File: src/rtl/pwrup_pkg.sv
// Shared definitions for the core power-up sequencer.
// Assumes an 8-bit control word with the bit positions defined here.
package pwrup_pkg;

    localparam int CTL_W        = 8;
    localparam int B_CLAMP      = 0;
    localparam int B_MEM_CLAMP  = 1;
    localparam int B_L1_RST_DIS = 2;
    localparam int B_MEM_HS     = 3;
    localparam int B_CORE_RST   = 4;
    localparam int B_POR_RST    = 5;
    localparam int B_CLK_GATE   = 6;
    localparam int B_PWRD_UP    = 7;

    // Fully clamped, held-in-reset word
    localparam logic [CTL_W-1:0] CTL_CLAMPED = 8'h33;

    typedef enum logic [3:0] {
        ST_IDLE,
        ST_ARM,
        ST_WAIT_A,
        ST_MEMHS,
        ST_WAIT_B,
        ST_WAIT_C,
        ST_PWRUP,
        ST_DONE
    } seq_state_t;

    typedef enum logic [2:0] {
        ACT_NONE,
        ACT_CLAMP_ALL,
        ACT_GATE_ON,
        ACT_MEMCLAMP_OFF,
        ACT_MEMHS_ON,
        ACT_CLAMP_OFF,
        ACT_RESET_OFF,
        ACT_PWRUP
    } seq_act_t;

endpackage

File: src/rtl/pwrup_timer.sv
// Down-counter for settling waits.
// A load sets the count to load_val_i. The count then drops by one per cycle
// until it reaches zero. Assumes load_val_i fits in CNT_W bits.
module pwrup_timer #(
    parameter int CNT_W = 8
) (
    input  logic             clk,
    input  logic             rst_n,
    input  logic             load_i,
    input  logic [CNT_W-1:0] load_val_i,
    output logic             zero_o
);
    logic [CNT_W-1:0] cnt_q;

    // Count register: load, or decrement toward zero
    always_ff @(posedge clk) begin
        if (!rst_n)
            cnt_q <= '0;
        else if (load_i)
            cnt_q <= load_val_i;
        else if (cnt_q != '0)
            cnt_q <= cnt_q - 1'b1;
    end

    // Zero flag
    always_comb zero_o = (cnt_q == '0);

    a_r4_no_wrap: assert property (@(posedge clk) disable iff (!rst_n)
        ($past(cnt_q) == '0 && !$past(load_i)) |-> cnt_q == '0);

endmodule

File: src/rtl/pwrup_fsm.sv
// Step sequencer.
// Walks the fixed power-up order and emits one action per step edge.
// Starts the settling timer for each wait. Assumes WAIT_CYC >= 1.
module pwrup_fsm
    import pwrup_pkg::*;
#(
    parameter int WAIT_CYC = 100,
    parameter int CNT_W    = 8
) (
    input  logic             clk,
    input  logic             rst_n,
    input  logic             start_i,
    input  logic             tmr_zero_i,
    output logic             tmr_load_o,
    output logic [CNT_W-1:0] tmr_val_o,
    output seq_act_t         act_o,
    output logic             busy_o,
    output logic             done_o
);
    localparam logic [CNT_W-1:0] RELOAD = CNT_W'(WAIT_CYC - 1);

    seq_state_t state_q, state_d;

    // Next state, action and timer load
    always_comb begin
        state_d    = state_q;
        act_o      = ACT_NONE;
        tmr_load_o = 1'b0;
        unique case (state_q)
            ST_IDLE, ST_DONE: if (start_i) begin
                state_d = ST_ARM;
                act_o   = ACT_CLAMP_ALL;
            end
            ST_ARM: begin
                state_d    = ST_WAIT_A;
                act_o      = ACT_GATE_ON;
                tmr_load_o = 1'b1;
            end
            ST_WAIT_A: if (tmr_zero_i) begin
                state_d = ST_MEMHS;
                act_o   = ACT_MEMCLAMP_OFF;
            end
            ST_MEMHS: begin
                state_d    = ST_WAIT_B;
                act_o      = ACT_MEMHS_ON;
                tmr_load_o = 1'b1;
            end
            ST_WAIT_B: if (tmr_zero_i) begin
                state_d    = ST_WAIT_C;
                act_o      = ACT_CLAMP_OFF;
                tmr_load_o = 1'b1;
            end
            ST_WAIT_C: if (tmr_zero_i) begin
                state_d = ST_PWRUP;
                act_o   = ACT_RESET_OFF;
            end
            ST_PWRUP: begin
                state_d = ST_DONE;
                act_o   = ACT_PWRUP;
            end
            default: state_d = ST_IDLE;
        endcase
    end

    // State register
    always_ff @(posedge clk) begin
        if (!rst_n) state_q <= ST_IDLE;
        else        state_q <= state_d;
    end

    // Status decode
    always_comb begin
        tmr_val_o = RELOAD;
        busy_o    = (state_q != ST_IDLE) && (state_q != ST_DONE);
        done_o    = (state_q == ST_DONE);
    end

    a_r4_wait_exit: assert property (@(posedge clk) disable iff (!rst_n)
        ($past(state_q) inside {ST_WAIT_A, ST_WAIT_B, ST_WAIT_C} &&
         state_q != $past(state_q)) |-> $past(tmr_zero_i));

    a_r9_done_hold: assert property (@(posedge clk) disable iff (!rst_n)
        (done_o && !start_i) |=> done_o);

    a_r10_busy_no_restart: assert property (@(posedge clk) disable iff (!rst_n)
        (busy_o && state_q != ST_PWRUP) |=> busy_o);

endmodule

File: src/rtl/pwrup_ctrl_reg.sv
// Control and gate registers.
// Applies each step action from the sequencer to the control word and the
// gate word. Assumes that only one action arrives per cycle.
module pwrup_ctrl_reg
    import pwrup_pkg::*;
#(
    parameter int SW_CNT_W = 8,
    parameter int SW_COUNT = 16
) (
    input  logic                clk,
    input  logic                rst_n,
    input  seq_act_t            act_i,
    output logic [CTL_W-1:0]    ctl_o,
    output logic                gate_en_o,
    output logic [SW_CNT_W-1:0] gate_cnt_o
);
    logic [CTL_W-1:0]    ctl_q;
    logic                gate_en_q;
    logic [SW_CNT_W-1:0] gate_cnt_q;

    // Control word update per action
    always_ff @(posedge clk) begin
        if (!rst_n) begin
            ctl_q <= CTL_CLAMPED;
        end else begin
            unique case (act_i)
                ACT_CLAMP_ALL:    ctl_q <= CTL_CLAMPED;
                ACT_MEMCLAMP_OFF: ctl_q[B_MEM_CLAMP] <= 1'b0;
                ACT_MEMHS_ON:     ctl_q[B_MEM_HS] <= 1'b1;
                ACT_CLAMP_OFF:    ctl_q[B_CLAMP] <= 1'b0;
                ACT_RESET_OFF: begin
                    ctl_q[B_CORE_RST] <= 1'b0;
                    ctl_q[B_POR_RST]  <= 1'b0;
                end
                ACT_PWRUP:        ctl_q[B_PWRD_UP] <= 1'b1;
                default:          ctl_q <= ctl_q;
            endcase
        end
    end

    // Gate word update per action
    always_ff @(posedge clk) begin
        if (!rst_n) begin
            gate_en_q  <= 1'b0;
            gate_cnt_q <= '0;
        end else if (act_i == ACT_CLAMP_ALL) begin
            gate_en_q  <= 1'b0;
            gate_cnt_q <= '0;
        end else if (act_i == ACT_GATE_ON) begin
            gate_en_q  <= 1'b1;
            gate_cnt_q <= SW_CNT_W'(SW_COUNT);
        end
    end

    // Output drive
    always_comb begin
        ctl_o      = ctl_q;
        gate_en_o  = gate_en_q;
        gate_cnt_o = gate_cnt_q;
    end

    a_r3_gate_before_memclamp: assert property (@(posedge clk) disable iff (!rst_n)
        $fell(ctl_q[B_MEM_CLAMP]) |-> gate_en_q);

    a_r5_memhs_under_clamp: assert property (@(posedge clk) disable iff (!rst_n)
        $rose(ctl_q[B_MEM_HS]) |-> ctl_q[B_CLAMP]);

    a_r7_resets_together: assert property (@(posedge clk) disable iff (!rst_n)
        ctl_q[B_CORE_RST] == ctl_q[B_POR_RST]);

    a_r7_pwrdup_after_reset: assert property (@(posedge clk) disable iff (!rst_n)
        ctl_q[B_PWRD_UP] |-> !ctl_q[B_CORE_RST] && !ctl_q[B_CLAMP]);

    a_r8_reserved_zero: assert property (@(posedge clk) disable iff (!rst_n)
        !ctl_q[B_L1_RST_DIS] && !ctl_q[B_CLK_GATE]);

endmodule

File: src/rtl/core_pwrup_seq.sv
// Core power-up sequencer, top level.
// Connects the step sequencer, the settling timer and the control registers.
// Exposes discrete controls and packed views.
// Assumes WAIT_US*CYC_PER_US >= 1 and SW_COUNT < 2**SW_CNT_W.
module core_pwrup_seq
    import pwrup_pkg::*;
#(
    parameter int CYC_PER_US = 50,
    parameter int WAIT_US    = 2,
    parameter int SW_CNT_W   = 8,
    parameter int SW_COUNT   = 16
) (
    input  logic                clk,
    input  logic                rst_n,
    input  logic                start_i,
    output logic                clamp_o,
    output logic                mem_clamp_o,
    output logic                core_rst_o,
    output logic                por_rst_o,
    output logic                mem_hs_o,
    output logic                pwrd_up_o,
    output logic                gate_en_o,
    output logic [SW_CNT_W-1:0] gate_cnt_o,
    output logic [7:0]          ctl_view_o,
    output logic [31:0]         gate_view_o,
    output logic                busy_o,
    output logic                done_o
);
    localparam int WAIT_CYC = WAIT_US * CYC_PER_US;
    localparam int CNT_W    = $clog2(WAIT_CYC + 1);
    localparam int GAP_W    = 31 - SW_CNT_W;

    logic             tmr_load, tmr_zero;
    logic [CNT_W-1:0] tmr_val;
    seq_act_t         act;
    logic [CTL_W-1:0] ctl;

    pwrup_fsm #(.WAIT_CYC(WAIT_CYC), .CNT_W(CNT_W)) fsm_i (
        .clk(clk), .rst_n(rst_n), .start_i(start_i), .tmr_zero_i(tmr_zero),
        .tmr_load_o(tmr_load), .tmr_val_o(tmr_val), .act_o(act),
        .busy_o(busy_o), .done_o(done_o)
    );

    pwrup_timer #(.CNT_W(CNT_W)) tmr_i (
        .clk(clk), .rst_n(rst_n), .load_i(tmr_load), .load_val_i(tmr_val),
        .zero_o(tmr_zero)
    );

    pwrup_ctrl_reg #(.SW_CNT_W(SW_CNT_W), .SW_COUNT(SW_COUNT)) creg_i (
        .clk(clk), .rst_n(rst_n), .act_i(act), .ctl_o(ctl),
        .gate_en_o(gate_en_o), .gate_cnt_o(gate_cnt_o)
    );

    // Discrete controls and packed views
    always_comb begin
        clamp_o     = ctl[B_CLAMP];
        mem_clamp_o = ctl[B_MEM_CLAMP];
        core_rst_o  = ctl[B_CORE_RST];
        por_rst_o   = ctl[B_POR_RST];
        mem_hs_o    = ctl[B_MEM_HS];
        pwrd_up_o   = ctl[B_PWRD_UP];
        ctl_view_o  = ctl;
        gate_view_o = {gate_cnt_o, {GAP_W{1'b0}}, gate_en_o};
    end

    a_r9_busy_done_excl: assert property (@(posedge clk) disable iff (!rst_n)
        !(busy_o && done_o));

endmodule

File: config.mk
export PLATFORM = sky130hd
export DESIGN_NAME = core_pwrup_seq
export DESIGN_NICKNAME = d
export VERILOG_FILES = /design/src/rtl/pwrup_pkg.sv /design/src/rtl/pwrup_timer.sv /design/src/rtl/pwrup_fsm.sv /design/src/rtl/pwrup_ctrl_reg.sv /design/src/rtl/core_pwrup_seq.sv
export SDC_FILE = /design/constraint.sdc
export NUM_CORES = 1
export LEC_CHECK = 0
export BUFFER_PORTS_ARGS = -buffer_cell sky130_fd_sc_hd__buf_4
export CORE_MARGIN = 2
export CORE_UTILIZATION = 50
export CTS_CLUSTER_DIAMETER = 200
export DETAILED_ROUTE_END_ITERATION = 12
export PLACE_DENSITY = 0.95
export REMOVE_ABC_BUFFERS = 1
export SETUP_SLACK_MARGIN = 0.3
export SLEW_MARGIN = 10
export SYNTH_ARGS = -nofsm -noshare
export SYNTH_HDL_FRONTEND = slang
export SYNTH_SLANG_ARGS = --single-unit
export TNS_END_PERCENT = 30
File: constraint.sdc
create_clock -name clk -period 4.4 [get_ports clk]
set_input_delay 0.88 -clock clk [delete_from_list [all_inputs] [get_ports clk]]
set_output_delay 0.88 -clock clk [all_outputs]
set_load 0.005 [all_outputs]
Word-level counts from Yosys, hierarchy flattened. Cells that the tools add are included.

Flip-flop bits (word level): 18. Bits of input ports: 3.

Bitwise operators: 1. Equal/unequal tests: 19. Mux-type cells: 19. Reduce and logical (&&, ||, !) cells: 16. Add/subtract/negate cells: 1.

Operators by type and width (count): 4-bit one-hot mux with 7 select lines (1); 3-bit one-hot mux with 7 select lines (1); 4-bit by 3-bit == test with 1-bit output (second input constant) (4); 4-bit 2-to-1 mux (4); 7-bit 2-to-1 mux (2); 3-bit == test (second input constant) (4); 2-bit nonzero test (6); 1-bit one-hot mux with 2 select lines (5); 4-bit by 2-bit == test with 1-bit output (second input constant) (2); 2-bit OR reduction (4); 7-bit zero test (1); 7-bit nonzero test (1); 7-bit by 1-bit subtractor with 7-bit output (second input constant) (1); 3-bit by 2-bit == test with 1-bit output (second input constant) (2); 3-bit 2-to-1 mux (2); 2-bit by 1-bit != test with 1-bit output (second input constant) (3); 4-bit by 1-bit == test with 1-bit output (second input constant) (1); 4-bit zero test (1); 4-bit by 3-bit != test with 1-bit output (second input constant) (1); 2-bit one-hot mux with 2 select lines (1); 4-bit AND reduction (1); 4-bit nonzero test (1); 3-bit by 1-bit == test with 1-bit output (second input constant) (1); 1-bit 2-to-1 mux (2); 4 further kinds (4).

Longest topological paths before layout. Gate-level depths: netlist of run 1.

Depth in word-level cells: 5. Mapped depth: 7.

Cells and area by module. From an unflattened synthesis of run 1, not the netlist that was laid out.

Cell total of the unflattened synthesis: 173. Area total of the unflattened synthesis: 1412.6 µm².

Modules (own cells, without submodules): pwrup_timer (area each 411.6 µm², cells each 44, instances 1); pwrup_fsm (area each 387.9 µm², cells each 49, instances 1); pwrup_ctrl_reg (area each 324.1 µm², cells each 41, instances 1); core_pwrup_seq (area each 289.0 µm², cells each 39, instances 1).

Worst setup path after synthesis of run 1. Ideal clock, no wire load.

Path type: in2reg. Start point: input port start_i. End point: register creg_i.ctl_q[1], in the netlist creg_i.ctl_o[1]. Buffers on the path: 0. Data required time: 4277 ps. Cell stages on the path: 5. Data arrival time: 1821 ps. Path slack: 2457 ps. Library setup time: 123 ps. Cells stage by stage: a21o_1 -> a21oi_1 -> o211a_1 -> nor2_1 -> a221o_2.

Word-level cells in the longest chain between the ends: 4.

Ends and longest elaborated chain: from (decl) (RTL line core_pwrup_seq.sv:15) `input logic start_i,`; 1-bit 2-to-1 mux (*) (RTL line pwrup_fsm.sv:30) `ST_IDLE, ST_DONE: if (start_i) begin`; 3-bit one-hot mux with 7 select lines (*) (RTL line pwrup_fsm.sv:29) `unique case (state_q)`; 3-bit by 2-bit == test with 1-bit output or 3-bit by 1-bit == test with 1-bit output (tied branches) (RTL line pwrup_ctrl_reg.sv:26) `unique case (act_i)`; 1-bit one-hot mux with 2 select lines or 2-bit nonzero test (tied branches); to (signal assigned) (RTL line pwrup_ctrl_reg.sv:36) `default: ctl_q <= ctl_q;`; to (decl) (RTL line pwrup_ctrl_reg.sv:17) `logic [CTL_W-1:0] ctl_q;`.

Mark *: on every way between the ends. The rest lies on a longest branch, timed or not. A chain may end at the register's enable or synchronous reset.

Worst setup path after layout of run 1.
Start point: register fsm_i.state_q[0]. End point: output port busy_o.

Word-level cells in the longest chain between the ends: 2.

Ends and longest elaborated chain: from (decl) (RTL line pwrup_fsm.sv:22) `seq_state_t state_q, state_d;`; from (signal assigned) (RTL line pwrup_fsm.sv:68) `else state_q <= state_d;`; 4-bit by 3-bit != test with 1-bit output or 4-bit nonzero test (tied branches) (RTL line pwrup_fsm.sv:74) `busy_o = (state_q != ST_IDLE) && (state_q != ST_DONE);`; 1-bit logical AND (*) (RTL line pwrup_fsm.sv:74); to (decl) (RTL line core_pwrup_seq.sv:26) `output logic busy_o,`.

Marks and branches as above.

==> impl_metrics.toml, run 1 <==
[outcome]
outcome = "finished, final reports clean"

[layout]
areaGrowthSynthToFinish_pct = -0.661
instances_no_fill = 197
regArea_um2 = 320
nets = 177
multi_input_area_um2 = 746
antenna_cells = 0
nFillCells = 241
drive_gt1_frac = 0.198

[sta]
fin_crit_ns = 2.33
fin_ws_ns = 2.07
fmax_mhz = 430
final.setup.tns_ns = 0
rsz0062_at_grt = "no"
drv_slew = 0
whs_ns = 0.528
finalSetupViolations = 0
timing.final.crit_share = 0.529
hold_viol = 0
skew_ns = 0.00201

[place]
port_buffers = 20
dpl.hpwl_um = 1720
dp.cells = 193
place_ws_ns = 2.25
gp_congestion = 0.868

[detailed_routing]
wl_per_cell_um = 11.2
routed-via-count = 990
drc = 0
wirelength_um = 2200
drt_iter0_drc = 24
drt_first_pass_iters = 4
avgViaCountPerCell = 5.03
drtAntennaViolNets = 0

[logic_synthesis]
synth-async-reset-ratio = 0
synth_cell_types = 45
ys_ff_latch = 16
syn_inst = 156
syn-cell-area_um2 = 1330
synth-seq-area-share = 0.242
ys.flop_type = "dfxtp_1"
syn_area_per_cell_um2 = 8.49
synth_enable_flop_cells = 0
yosys_warnings = 0

[critical_path]
rr_endpoint = "creg_i.ctl_o[1]$_SDFFE_PN1P_"
critical-path-top-delay-family = "flip-flops"
crit_type = "reg -> out"
slowest_delay_ns = 0.41
reg2reg_depth = 7
worstPathArrival_ns = 1.45
regToRegStartpoint = "tmr_i.cnt_q[0]$_SDFFE_PN0P_"
critPathMaxFanout = 7
start_kind = "register"
worstSetupEndpointType = "output port"
cpMaxStageDelayCell = "dfxtp_1"
worstPathCellList = "inv_1 -> ha_1 -> mux2i_1 -> buf_4"
path_buf_inv = 2
rrSetupSlack_ns = 2.31
critical_path_required_ns = 3.52

[grt]
grt_use_total = 0.144
grt_overflow = 0
grt_pass1_wl_um = 3750
grt_max_degree = 16
grt_use_met2 = 0.245
antenna_found_initial = 0
top_usage_layer = "met2"
grt_pass1_vias = 860
grtUsageMet1 = 0.174
grt.met3_usage = 0.0328

[power]
fin_total_pwr_uw = 841
p_leak_nw = 0.644
pwr_density_cell_nw_per_um2 = 639
ir_worst_vdd_mv = 0.389

[clocking]
cts-root-buf = "clkbuf_4"
post_cts_resized = 0
clkTransAtPathRegs_ns = 0.09
holdBufCountCts = 0
post-cts-setup-buffer-count = 0
cts_inserted_buffers = 3
insertion_delay_ns = 0.29
h-tree-depth = 1
cts_buffer_depth = 2
cts_sinks = 16
tritoncts = "done"

[flow_run]
max-cap-violations = 0

[floorplanning]
start_util = 0.530
die_h_um = 55.5
num_rows = 18
coreArea_um2 = 2500
die_width_um = 55.5
dieArea_um2 = 3080
ios = 60

[min_path]
hold_depth = 2
hold_start = "creg_i.ctl_o[0]$_SDFFE_PN1P_"
hold_path_class = "reg -> reg"
min_to = "creg_i.ctl_o[0]$_SDFFE_PN1P_"
## kinds of logic (layout without fill, tap and decap cells)
family,Yosys count,in the layout,synth area share
and+or+nand+nor,34,34,0.138
AOI/OAI and AO/OA,35,35,0.216
other,1,39,0.00283
adders and majority gates,6,6,0.0567
buffers and inverters,58,31,0.303
xor gates and xnor gates,4,4,0.0264
muxes,2,2,0.0151
DFF,16,16,0.242
## worst max-delay path by stage
stage	start	end	slack, ns	depth (start not counted)
6_report	fsm_i.state_q[0]$_SDFFE_PN0P_	busy_o	2.07	4
5_1_grt	fsm_i.state_q[0]$_SDFFE_PN0P_	busy_o	1.99	4
4_1_cts	fsm_i.state_q[0]$_SDFFE_PN0P_	busy_o	2.07	4
3_5_place_dp	start_i	creg_i.ctl_o[1]$_SDFFE_PN1P_	2.25	6
3_3_place_gp	start_i	creg_i.ctl_o[1]$_SDFFE_PN1P_	2.28	6
2_1_floorplan	start_i	creg_i.ctl_o[1]$_SDFFE_PN1P_	2.46	5
## placed cells by master (no fill, tap or decap), types with 2 or more instances in the layout
cell	netlist	layout
nand3_1	2	2
conb_1	1	39
clkbuf_4	0	3
nor3_1	2	2
dfxtp_1	16	16
a21o_1	2	2
mux2i_1	2	2
nand2_1	6	6
nor2_1	13	13
buf_4	49	20
and2_1	2	2
o21a_1	4	4
xnor2_1	3	3
ha_1	6	6
a31oi_1	2	2
a32o_1	2	2
inv_1	7	7
a21oi_1	8	8
## metrics by stage
step	cell area (µm²)	utilization
2_1_floorplan	1090	-
3_3_place_gp	1280	0.512
3_5_place_dp	1280	0.512
4_1_cts	1320	0.527
5_1_grt	1320	0.527
6_report	1320	0.527
## sequential cells by signal, summed over array words and instances (netlist names)
signal	cells
fsm_i.state_q	3
tmr_i.cnt_q	7
creg_i.gate_cnt_o	1
creg_i.ctl_o	5
## routing by layer
layer	up-vias	wire length [µm]
met2	60	1070
li1	474	-
met3	2	191
met4	0	23
met5	-	0
met1	454	922
## tightest hold or removal path, delay by kind of cell (launching register included)
| kind | cells | cell delay [ns] |
|---|---|---|
| buf+inv | 1 | 0.06 |
| compound gates | 1 | 0.09 |
| flops | 1 | 0.33 |
## where the power goes
group | internal, mW | switching [mW] | total [mW]
logic | 0.222 | 0.249 | 0.472
registers | 0.200 | 0.0706 | 0.271
clock network | 0.0505 | 0.0488 | 0.0993
total | 0.473 | 0.368 | 0.841
## cell usage after synthesis, types with 2 or more instances
cell type | instances | area [µm²]
inv_1 | 7 | 26.3
buf_4 | 49 | 368
nor3_1 | 2 | 10.0
xnor2_1 | 3 | 26.3
o21a_1 | 4 | 30.0
nor2_1 | 13 | 48.8
clkbuf_1 | 2 | 7.51
a21o_1 | 2 | 15.0
nand2_1 | 6 | 22.5
nand3_1 | 2 | 10.0
dfxtp_1 | 16 | 320
a21oi_1 | 8 | 40.0
a32o_1 | 2 | 20.0
mux2i_1 | 2 | 20.0
ha_1 | 6 | 75.1
a31oi_1 | 2 | 12.5
and2_1 | 2 | 12.5
## cell type report
class                           count  share of cell area
Sequential cell                    16               0.243
Multi-Input combinational cell    120               0.567
Tap cell                           30              0.0285
Timing Repair Buffer               20               0.114
Inverter                            7              0.0200
Clock buffer                        4              0.0276
(Power assumes the default switching activity.)
==> run 2: changes to the inputs <==
CORE_UTILIZATION = 47   (was 50)
PLACE_DENSITY = 0.91   (was 0.95)
clock period = 2.4 ns   (was 4.4 ns; I/O delays follow)
==> run 2 against run 1 <==
Clock skew decreased by 0.0015 ns. Cell area is 2.5% higher. Power rose by 90%. Critical path depth increased by 2. Clock power grew 78%. Hold slack worse by 0.087 ns. Sequential power rose by 86%. Non-clock buffer count increased by 2. Worst setup slack worse by 1.8 ns. Critical path type is now reg -> reg. Largest power group unchanged.
==> impl_metrics.toml, run 2 (same netlist as run 1, synthesis figures left out) <==
[min_path]
hold_start = "rst_n"
hold_path_class = "in -> reg"

[floorplanning]
coreArea_um2 = 2710
start_util = 0.489
num_rows = 19
die_h_um = 57.1
die_width_um = 57.1
ios = 60
dieArea_um2 = 3260

[power]
p_leak_nw = 0.653
fin_total_pwr_mw = 1.60
pwr_density_cell_nw_per_um2 = 1190
ir_worst_vdd_mv = 0.822

[sta]
drv_slew = 0
finalSetupViolations = 0
fmax_mhz = 478
whs_ns = 0.441
final.setup.tns_ns = 0
skew_ns = 0.000543
rsz0062_at_grt = "yes"
hold_viol = 0
timing.final.crit_share = 0.871
fin_crit_ns = 2.09

[critical_path]
critical_path_required_ns = 2.58
regToRegStartpoint = "tmr_i.cnt_q[0]$_SDFFE_PN0P_"
worstPathArrival_ns = 2.27
critPathMaxFanout = 6
start_kind = "register"
crit_type = "reg -> reg"
worstPathCellList = "inv_1 -> ha_1 -> or4b_4 -> o41ai_4 -> o21ai_2 -> a221o_2"
cpMaxStageDelayCell = "or4b_4"
worstSetupEndpointType = "register"
setup.worst_path.start = "tmr_i.cnt_q[0]$_SDFFE_PN0P_"
slowest_delay_ns = 0.50

[place]
postPlaceCellArea_um2 = 1280
dpl.hpwl_um = 1650
gp_congestion = 0.867
port_buffers = 20

[layout]
final_common_cell = "conb_1"
largest_reg_flops = 7
most-common-layout-cells = "conb_1 (39), buf_4 (22), dfxtp_1 (16), nor2_1 (13)"
design_area_um2 = 1350
top_register = "tmr_i.cnt_q"
areaGrowthSynthToFinish_pct = 1.79
nets = 179
drive_gt1_frac = 0.219
nFillCells = 280
antenna_cells = 0

[clocking]
cts_inserted_buffers = 3
tritoncts = "done"
cts_buffer_depth = 2
cts-root-buf = "clkbuf_4"
cts_sinks = 16
holdBufCountCts = 0
clkTransAtPathRegs_ns = 0.09
insertion_delay_ns = 0.28
h-tree-depth = 1

[detailed_routing]
wirelength_um = 2200
drtAntennaViolNets = 0
drt_iter0_drc = 11
routed-via-count = 986
avgViaCountPerCell = 4.93
drc = 0
drt_first_pass_iters = 4
wl_per_cell_um = 11.0

[grt]
antenna_found_initial = 0
grt_pass1_wl_um = 3310
grt_pass1_vias = 776
grt_max_degree = 16
grt_overflow = 0
grt_use_total = 0.127

[flow_run]
max-cap-violations = 0

[outcome]
outcome = "finished, final reports clean"
## run 2: repair_timing
action                                  in CTS  in global routing
endpoints found under the setup margin       1                 13
setup buffers                                2                  0
pin swaps                                    1                  0
resized for setup                            0                  3
## run 2: final timing paths
check	to	slack, ns	cells after the start
worst max register to register	creg_i.ctl_o[1]$_SDFFE_PN1P_	0.31	6
worst min-delay path	creg_i.ctl_o[0]$_SDFFE_PN1P_	0.44	2
worst min register to register	creg_i.ctl_o[0]$_SDFFE_PN1P_	0.52	2
worst max-delay path	creg_i.ctl_o[1]$_SDFFE_PN1P_	0.31	6
## run 2: power breakdown
group          switching (mW)  internal (mW)  total, mW
Sequential              0.138          0.367      0.505
Combinational           0.477          0.442      0.918
Clock                  0.0849         0.0924      0.177
## run 2: per-stage QoR
step	std cells	setup slack (ns)	utilization
floorplan	143	0.489	-
global placement	194	0.350	0.473
detailed placement	194	0.314	0.473
CTS	200	0.335	0.492
global route	200	0.242	0.498
finish	200	0.309	0.498
## run 2: critical path: cells and delay by family, from the launching register on
kind / cells / cell delay, ns
AND/OR/NAND/NOR: 1 / 0.50
AO/OA/AOI/OAI: 3 / 0.86
flip-flops: 1 / 0.35
adder cells (fa/ha/maj): 1 / 0.17
buffers and inverters: 1 / 0.10
## run 2: final cells by class
cell class,count,area [µm²],area share
sequential,16,320,0.237
multi-input combinational,120,762,0.565
tap,31,38.8,0.0288
clock buffer,4,36.3,0.0269
timing repair buffer,22,165,0.122
inverter,7,26.3,0.0195
## run 2: routing by layer
metal / wire [µm] / part of all wire / track usage
met1: 883 / 0.40 / 0.147
met2: 1130 / 0.51 / 0.225
met3: 171 / 0.078 / 0.0408
met4: 14 / 0.0064 / 0.0365
met5: 0 / 0 / 0
